<file path="src/rtl/mem_err_pkg.sv">
package mem_err_pkg;
  localparam int REG_AW = 2;

  typedef enum logic [REG_AW-1:0] {
    IDX_ADDR = 2'd0,
    IDX_STAT = 2'd1,
    IDX_CMD  = 2'd2,
    IDX_RSVD = 2'd3
  } reg_idx_e;

  localparam int NUM_CLASS = 2;
  localparam int CLS_SINGLE = 0;
  localparam int CLS_MULTI = 1;
endpackage

</file>
<file path="src/rtl/mec_flag_field.sv">
module mec_flag_field #(
  parameter int FW = 3
) (
  input  logic          clk,
  input  logic          rst,
  input  logic          evt_i,
  input  logic [FW-1:0] field_i,
  input  logic          clr_i,
  output logic          flag_q_o,
  output logic          flag_d_o,
  output logic [FW-1:0] field_q_o
);
  logic          flag_q;
  logic [FW-1:0] field_q;
  logic          flag_eff;
  logic          take;
  logic [FW-1:0] field_d;

  assign flag_eff = flag_q & ~clr_i;
  assign take     = evt_i & ~flag_eff;
  assign flag_d_o = flag_eff | evt_i;

  always_comb begin
    field_d = field_q;
    if (take)       field_d = field_i;
    else if (clr_i) field_d = '0;
  end

  always_ff @(posedge clk) begin
    if (rst) begin
      flag_q  <= 1'b0;
      field_q <= '0;
    end else begin
      flag_q  <= flag_d_o;
      field_q <= field_d;
    end
  end

  assign flag_q_o  = flag_q;
  assign field_q_o = field_q;

  assert_hold_R5: assert property (@(posedge clk) disable iff (rst)
    (flag_q && !clr_i) |=> (flag_q && $stable(field_q)));

  assert_capture_R8: assert property (@(posedge clk) disable iff (rst)
    evt_i |=> flag_q);
endmodule

</file>
<file path="src/rtl/mec_addr_reg.sv">
module mec_addr_reg #(
  parameter int ADDR_W   = 32,
  parameter int PAGE_LSB = 12
) (
  input  logic                       clk,
  input  logic                       rst,
  input  logic                       sbe_i,
  input  logic [ADDR_W-1:0]          sbe_addr_i,
  input  logic                       mbe_i,
  input  logic [ADDR_W-1:0]          mbe_addr_i,
  input  logic                       clr_s_i,
  input  logic                       clr_m_i,
  output logic                       sf_q_o,
  output logic                       mf_q_o,
  output logic [ADDR_W-PAGE_LSB-1:0] page_q_o
);
  localparam int PAGE_W = ADDR_W - PAGE_LSB;

  logic              sf_q, mf_q;
  logic [PAGE_W-1:0] page_q;
  logic              s_eff, m_eff;
  logic              take_m, take_s;
  logic [PAGE_W-1:0] page_d;
  logic [PAGE_LSB-1:0] low_unused;

  assign low_unused = sbe_addr_i[PAGE_LSB-1:0] ^ mbe_addr_i[PAGE_LSB-1:0];

  assign s_eff  = sf_q & ~clr_s_i;
  assign m_eff  = mf_q & ~clr_m_i;
  assign take_m = mbe_i & ~m_eff;
  assign take_s = sbe_i & ~s_eff & ~m_eff;

  always_comb begin
    page_d = page_q;
    if (take_m)      page_d = mbe_addr_i[ADDR_W-1:PAGE_LSB];
    else if (take_s) page_d = sbe_addr_i[ADDR_W-1:PAGE_LSB];
  end

  always_ff @(posedge clk) begin
    if (rst) begin
      sf_q   <= 1'b0;
      mf_q   <= 1'b0;
      page_q <= '0;
    end else begin
      sf_q   <= s_eff | sbe_i;
      mf_q   <= m_eff | mbe_i;
      page_q <= page_d;
    end
  end

  assign sf_q_o   = sf_q;
  assign mf_q_o   = mf_q;
  assign page_q_o = page_q;

  assert_page_hold_R6: assert property (@(posedge clk) disable iff (rst)
    (mf_q && !clr_m_i) |=> $stable(page_q));

  assert_multi_flag_R4: assert property (@(posedge clk) disable iff (rst)
    mbe_i |=> mf_q);
endmodule

</file>
<file path="src/rtl/mec_reg_port.sv">
module mec_reg_port
  import mem_err_pkg::*;
#(
  parameter int DATA_W   = 32,
  parameter int ROW_W    = 3,
  parameter int PAGE_LSB = 12
) (
  input  logic                         clk,
  input  logic                         rst,
  input  logic                         wr_i,
  input  logic                         rd_i,
  input  logic [REG_AW-1:0]            idx_i,
  input  logic [DATA_W-1:0]            wdata_i,
  input  logic                         addr_sf_i,
  input  logic                         addr_mf_i,
  input  logic [DATA_W-PAGE_LSB-1:0]   page_i,
  input  logic [NUM_CLASS-1:0]         stat_flag_i,
  input  logic [NUM_CLASS*ROW_W-1:0]   stat_row_i,
  output logic [NUM_CLASS-1:0]         clr_addr_o,
  output logic [NUM_CLASS-1:0]         clr_stat_o,
  output logic [NUM_CLASS-1:0]         en_q_o,
  output logic [NUM_CLASS-1:0]         en_d_o,
  output logic [DATA_W-1:0]            rdata_o,
  output logic                         rvalid_o
);
  localparam int FLD    = ROW_W + 1;
  localparam int PAGE_W = DATA_W - PAGE_LSB;

  reg_idx_e                idx;
  logic [NUM_CLASS-1:0]    en_q;
  logic [DATA_W-1:0]       addr_word, stat_word, cmd_word, rd_mux;
  logic [DATA_W-1:0]       rdata_q;
  logic                    rvalid_q;
  logic [DATA_W-1:0]       wdata_unused;

  assign idx          = reg_idx_e'(idx_i);
  assign wdata_unused = wdata_i;

  assign clr_addr_o[CLS_SINGLE] = wr_i && (idx == IDX_ADDR) && wdata_i[0];
  assign clr_addr_o[CLS_MULTI]  = wr_i && (idx == IDX_ADDR) && wdata_i[1];

  genvar c;
  generate
    for (c = 0; c < NUM_CLASS; c++) begin : g_stat_clr
      assign clr_stat_o[c] = wr_i && (idx == IDX_STAT) && wdata_i[c*FLD];
    end
  endgenerate

  assign en_d_o = (wr_i && (idx == IDX_CMD)) ? wdata_i[NUM_CLASS-1:0] : en_q;

  always_comb begin
    addr_word = '0;
    addr_word[DATA_W-1 -: PAGE_W] = page_i;
    addr_word[1] = addr_mf_i;
    addr_word[0] = addr_sf_i;
  end

  always_comb begin
    stat_word = '0;
    for (int k = 0; k < NUM_CLASS; k++) begin
      stat_word[k*FLD]          = stat_flag_i[k];
      stat_word[k*FLD+1 +: ROW_W] = stat_row_i[k*ROW_W +: ROW_W];
    end
  end

  always_comb begin
    cmd_word = '0;
    cmd_word[NUM_CLASS-1:0] = en_q;
  end

  always_comb begin
    unique case (idx)
      IDX_ADDR: rd_mux = addr_word;
      IDX_STAT: rd_mux = stat_word;
      IDX_CMD:  rd_mux = cmd_word;
      default:  rd_mux = '0;
    endcase
  end

  always_ff @(posedge clk) begin
    if (rst) begin
      en_q     <= '0;
      rdata_q  <= '0;
      rvalid_q <= 1'b0;
    end else begin
      en_q     <= en_d_o;
      rvalid_q <= rd_i;
      if (rd_i) rdata_q <= rd_mux;
    end
  end

  assign en_q_o   = en_q;
  assign rdata_o  = rdata_q;
  assign rvalid_o = rvalid_q;

  assert_cmd_write_R9: assert property (@(posedge clk) disable iff (rst)
    (wr_i && idx == IDX_CMD) |=> (en_q == $past(wdata_i[NUM_CLASS-1:0])));

  assert_rvalid_R11: assert property (@(posedge clk) disable iff (rst)
    rd_i |=> rvalid_o);

  assert_rsvd_zero_R11: assert property (@(posedge clk) disable iff (rst)
    (rd_i && idx == IDX_RSVD) |=> (rdata_o == '0));
endmodule

</file>
<file path="src/rtl/mem_err_capture.sv">
module mem_err_capture
  import mem_err_pkg::*;
#(
  parameter int ADDR_W   = 32,
  parameter int ROW_W    = 3,
  parameter int PAGE_LSB = 12
) (
  input  logic              clk,
  input  logic              rst,
  input  logic              sbe_i,
  input  logic [ADDR_W-1:0] sbe_addr_i,
  input  logic [ROW_W-1:0]  sbe_row_i,
  input  logic              mbe_i,
  input  logic [ADDR_W-1:0] mbe_addr_i,
  input  logic [ROW_W-1:0]  mbe_row_i,
  input  logic              reg_wr_i,
  input  logic              reg_rd_i,
  input  logic [REG_AW-1:0] reg_idx_i,
  input  logic [ADDR_W-1:0] reg_wdata_i,
  output logic [ADDR_W-1:0] reg_rdata_o,
  output logic              reg_rvalid_o,
  output logic              serr_o
);
  localparam int PAGE_W = ADDR_W - PAGE_LSB;

  logic [NUM_CLASS-1:0]       evt;
  logic [NUM_CLASS*ROW_W-1:0] row_in;
  logic [NUM_CLASS-1:0]       stat_flag_q, stat_flag_d;
  logic [NUM_CLASS*ROW_W-1:0] stat_row_q;
  logic [NUM_CLASS-1:0]       clr_addr, clr_stat, en_q, en_d;
  logic                       addr_sf, addr_mf;
  logic [PAGE_W-1:0]          page_q;
  logic                       serr_q;

  assign evt    = {mbe_i, sbe_i};
  assign row_in = {mbe_row_i, sbe_row_i};

  genvar c;
  generate
    for (c = 0; c < NUM_CLASS; c++) begin : g_cls
      mec_flag_field #(.FW(ROW_W)) u_stat (
        .clk      (clk),
        .rst      (rst),
        .evt_i    (evt[c]),
        .field_i  (row_in[c*ROW_W +: ROW_W]),
        .clr_i    (clr_stat[c]),
        .flag_q_o (stat_flag_q[c]),
        .flag_d_o (stat_flag_d[c]),
        .field_q_o(stat_row_q[c*ROW_W +: ROW_W])
      );
    end
  endgenerate

  mec_addr_reg #(.ADDR_W(ADDR_W), .PAGE_LSB(PAGE_LSB)) u_addr (
    .clk       (clk),
    .rst       (rst),
    .sbe_i     (sbe_i),
    .sbe_addr_i(sbe_addr_i),
    .mbe_i     (mbe_i),
    .mbe_addr_i(mbe_addr_i),
    .clr_s_i   (clr_addr[CLS_SINGLE]),
    .clr_m_i   (clr_addr[CLS_MULTI]),
    .sf_q_o    (addr_sf),
    .mf_q_o    (addr_mf),
    .page_q_o  (page_q)
  );

  mec_reg_port #(.DATA_W(ADDR_W), .ROW_W(ROW_W), .PAGE_LSB(PAGE_LSB)) u_port (
    .clk        (clk),
    .rst        (rst),
    .wr_i       (reg_wr_i),
    .rd_i       (reg_rd_i),
    .idx_i      (reg_idx_i),
    .wdata_i    (reg_wdata_i),
    .addr_sf_i  (addr_sf),
    .addr_mf_i  (addr_mf),
    .page_i     (page_q),
    .stat_flag_i(stat_flag_q),
    .stat_row_i (stat_row_q),
    .clr_addr_o (clr_addr),
    .clr_stat_o (clr_stat),
    .en_q_o     (en_q),
    .en_d_o     (en_d),
    .rdata_o    (reg_rdata_o),
    .rvalid_o   (reg_rvalid_o)
  );

  always_ff @(posedge clk) begin
    if (rst) serr_q <= 1'b0;
    else     serr_q <= |(stat_flag_d & en_d);
  end

  assign serr_o = serr_q;

  assert_reset_R1: assert property (@(posedge clk)
    rst |=> (!serr_o && !reg_rvalid_o && stat_flag_q == '0 && en_q == '0));

  assert_serr_source_R10: assert property (@(posedge clk) disable iff (rst)
    serr_o |-> (stat_flag_q != '0));
endmodule

</file>
<file path="config.mk">
export PLATFORM = sky130hd
export DESIGN_NAME = mem_err_capture
export DESIGN_NICKNAME = d
export VERILOG_FILES = /design/src/rtl/mem_err_pkg.sv /design/src/rtl/mec_flag_field.sv /design/src/rtl/mec_addr_reg.sv /design/src/rtl/mec_reg_port.sv /design/src/rtl/mem_err_capture.sv
export SDC_FILE = /design/constraint.sdc
export NUM_CORES = 1
export LEC_CHECK = 0
export BUFFER_PORTS_ARGS = -buffer_cell sky130_fd_sc_hd__buf_4
export CAP_MARGIN = 20
export CORE_ASPECT_RATIO = 0.9
export CORE_MARGIN = 2
export CORE_UTILIZATION = 25
export DETAILED_ROUTE_END_ITERATION = 10
export GPL_TIMING_DRIVEN = 0
export SYNTH_ARGS = -nofsm -noshare
export SYNTH_HDL_FRONTEND = slang
export SYNTH_HIERARCHICAL = 1
export SYNTH_SLANG_ARGS = --single-unit
</file>
<file path="constraint.sdc">
create_clock -name clk -period 1.6 [get_ports clk]
set_input_delay 0.24 -clock clk [delete_from_list [all_inputs] [get_ports clk]]
set_output_delay 0.24 -clock clk [all_outputs]
set_load 0.05 [all_outputs]
</file>
==> results.json <==
{
  "status": "finished, final reports clean",
  "grt_pass1_vias": 2864,
  "tightest_slew_ps": 647,
  "firstDrtPassIters": 4,
  "cpMaxStageDelayCell": "nor3_1",
  "skew_ps": 4.74,
  "cts_buffers": 9,
  "fillers": 1201,
  "synth_seq_cells": 62,
  "rsz0062_at_grt": "false",
  "finalPower_mw": 4.27,
  "p_leak_nw": 1.80,
  "hold_viol": 0,
  "clk_pin_slew_ps": 60,
  "drt_iter0_drc": 165,
  "fp.dieW_um": 119,
  "slowest_delay_ps": 350,
  "timing.rr.start": "u_addr/mf_q_o",
  "cts_setup_buffers": 0,
  "coreArea_sq_um": 11500,
  "synth_seq_area_share": 0.415,
  "cts_tree": "built",
  "path_buf_inv": 3,
  "fin_crit_ps": 1380,
  "clock_path_buffers": 2,
  "layout-drive-gt1-share": 0.296,
  "grt_max_degree": 23,
  "syn_area_sq_um": 2990,
  "area_growth_pct": 37.5,
  "drtAntennaViolNets": 0,
  "wire_per_inst_um": 15.9,
  "drv_slew": 0,
  "max_cap_viol_count": 0,
  "cts_resized": 0,
  "fmax_ghz": 0.726,
  "fin_cells": 581,
  "holdBufCountCts": 0,
  "worst_slack_ps": 223,
  "antennaDiodeCount": 0,
  "slew_headroom": 0.569,
  "grt.overflow.total": 0,
  "end_kind": "flop",
  "yosys_warnings": 6,
  "wirelength_um": 9210,
  "start_util": 0.259,
  "grt_antenna_before_repair": 0,
  "routabilityCongestion": 0.801,
  "crit_arrival_ps": 1580,
  "path_max_fanout": 10,
  "cp-start-kind": "input pin",
  "grt_pass1_wl_um": 14800,
  "dr_total_vias": 2778,
  "postSynthAreaPerCell_sq_um": 9.25,
  "setup_violations": 0,
  "dieArea_sq_um": 12800,
  "die_h_um": 108,
  "vias_per_cell": 4.78,
  "cts_sinks": 62,
  "synthCells": 323,
  "synth_cell_types": 35,
  "cpLargestDelayFamily": "simple AND/OR/NAND/NOR gates",
  "hold_class": "in -> reg",
  "power_density_nw_per_um2": 1040,
  "grt_use_total": 0.147,
  "crit_chain": "buf_4 -> nor3_1 -> nand2b_1 -> buf_6 -> buf_2 -> nand4_1 -> o311a_1",
  "cts-htree-levels": 3,
  "root_buffer": "clkbuf_16",
  "fin_crit_sh": 0.860,
  "ios": 144,
  "dpl_worst_slack_ps": -179,
  "worstSkewPairLatency_ps": 320,
  "critPathRequiredTime_ps": 1810,
  "tns_ps": 0,
  "ir_drop_mv": 0.467,
  "num_rows": 37,
  "nets": 531,
  "min_from": "sbe_row_i[0]",
  "numPortBuffers": 84,
  "place_inst": 566,
  "worstSetupPathType": "in -> reg",
  "drc": 0,
  "timing.critical_path.from": "reg_idx_i[1]",
  "dp_hpwl_um": 6540
}
[cell type report]
class	count	area [sq um]	share of cell area
tap	156	195	0.0475
sequential	62	1240	0.302
clock inverter	4	47.5	0.0116
buffer	37	220	0.0536
inverter	30	113	0.0274
timing repair buffer	84	631	0.153
clock buffer	11	243	0.0591
multi-input combinational	197	1420	0.345
[metal layers]
| layer | GRT usage | vias to the layer above | wire, um |
|---|---|---|---|
| li1 | - | 1378 | - |
| met1 | 0.196 | 1289 | 4480 |
| met3 | 0.0429 | 8 | 543 |
| met5 | 0 | - | 0 |
| met4 | 0.0459 | 0 | 95 |
| met2 | 0.229 | 103 | 4090 |
[final timing paths]
kind	to	slack, ps	cells past startpoint
worst max-delay path	u_addr/page_q_o[14]	220	7
worst max register to register	u_addr/page_q_o[12]	250	4
worst min-delay path	g_cls[0].u_stat/field_q_o[0]	190	3
worst min register to register	u_port/rdata_o[7]	460	2
[stage by stage]
step                 util  cell area (sq um)  hold slack, ps
floorplan               -               3000             308
global placement    0.332               3830             461
detailed placement  0.332               3830             460
CTS                 0.357               4120             170
global route        0.356               4110             179
finish              0.356               4110             188
[worst register-to-register path, delay by kind of cell, from the launching register on]
family | cells | cell delay [ps]
AO/OA/AOI/OAI | 2 | 240
AND/OR/NAND/NOR | 1 | 260
buffers and inverters | 1 | 350
flip-flops | 1 | 390
[synth_stat cells]
cell type / instances / area, sq um
a21oi_1: 8 / 40.0
conb_1: 1 / 3.75
nor2b_4: 3 / 41.3
a22oi_1: 1 / 7.51
nand3_1: 6 / 30.0
dfxtp_1: 62 / 1240
inv_1: 29 / 109
nor2_1: 24 / 90.1
nor2b_1: 3 / 18.8
mux2i_1: 2 / 20.0
dlymetal6s2s_1: 1 / 12.5
nor3b_1: 20 / 150
nand3b_2: 1 / 11.3
and2b_2: 1 / 8.76
nor3_1: 2 / 10.0
clkbuf_1: 17 / 63.8
and2_1: 1 / 6.26
a22o_1: 20 / 175
a21o_1: 2 / 15.0
or2_0: 2 / 12.5
buf_4: 5 / 37.5
inv_2: 1 / 3.75
nand2_1: 6 / 22.5
o32ai_1: 6 / 52.6
buf_6: 4 / 45.0
nand2b_1: 18 / 113
nand4_1: 20 / 125
buf_1: 1 / 3.75
nor3b_4: 1 / 18.8
buf_8: 2 / 30.0
and3_1: 2 / 12.5
buf_2: 7 / 35.0
a311oi_1: 22 / 193
mux2_4: 2 / 30.0
o311a_1: 20 / 200
[flip-flops by register name, summed over array words and instances, names as in the netlist]
signal	count
u_port/rvalid_o	1
u_addr/mf_q_o	1
serr_o	1
g_cls.u_stat/flag_q_o	2
u_port/rdata_o	28
u_addr/page_q_o	20
u_addr/sf_q_o	1
u_port/en_q_o	2
g_cls.u_stat/field_q_o	6
[kinds of logic (layout without fill, tap and decap cells)]
logic type | after synthesis | after routing | synth area share
buffers and inverters | 67 | 166 | 0.114
multiplexers | 4 | 4 | 0.0167
AND/OR/NAND/NOR | 110 | 110 | 0.224
AO/OA/AOI/OAI | 79 | 79 | 0.229
flip-flops | 62 | 62 | 0.415
other | 1 | 4 | 0.00125
[cells in the final DEF, fill, tap and decap left out, types with 3 or more instances in the layout]
cell type,Yosys,layout
clkbuf_16,0,9
nand3_1,6,6
clkbuf_1,17,18
nor3b_1,20,20
nor2_1,24,24
buf_4,5,89
o311a_1,20,20
nor2b_1,3,3
inv_1,29,29
nand4_1,20,20
nand2_1,6,6
a21oi_1,8,8
a22o_1,20,20
o32ai_1,6,6
nand2b_1,18,18
buf_2,7,7
a311oi_1,22,22
dfxtp_1,62,62
conb_1,1,4
nor2b_4,3,3
buf_6,4,4
[power breakdown]
group	total [mW]	switching (mW)	internal, mW
logic	0.662	0.365	0.296
clock network	1.92	0.682	1.23
registers	1.69	0.0615	1.63
Power figures use the tool's default switching activity.
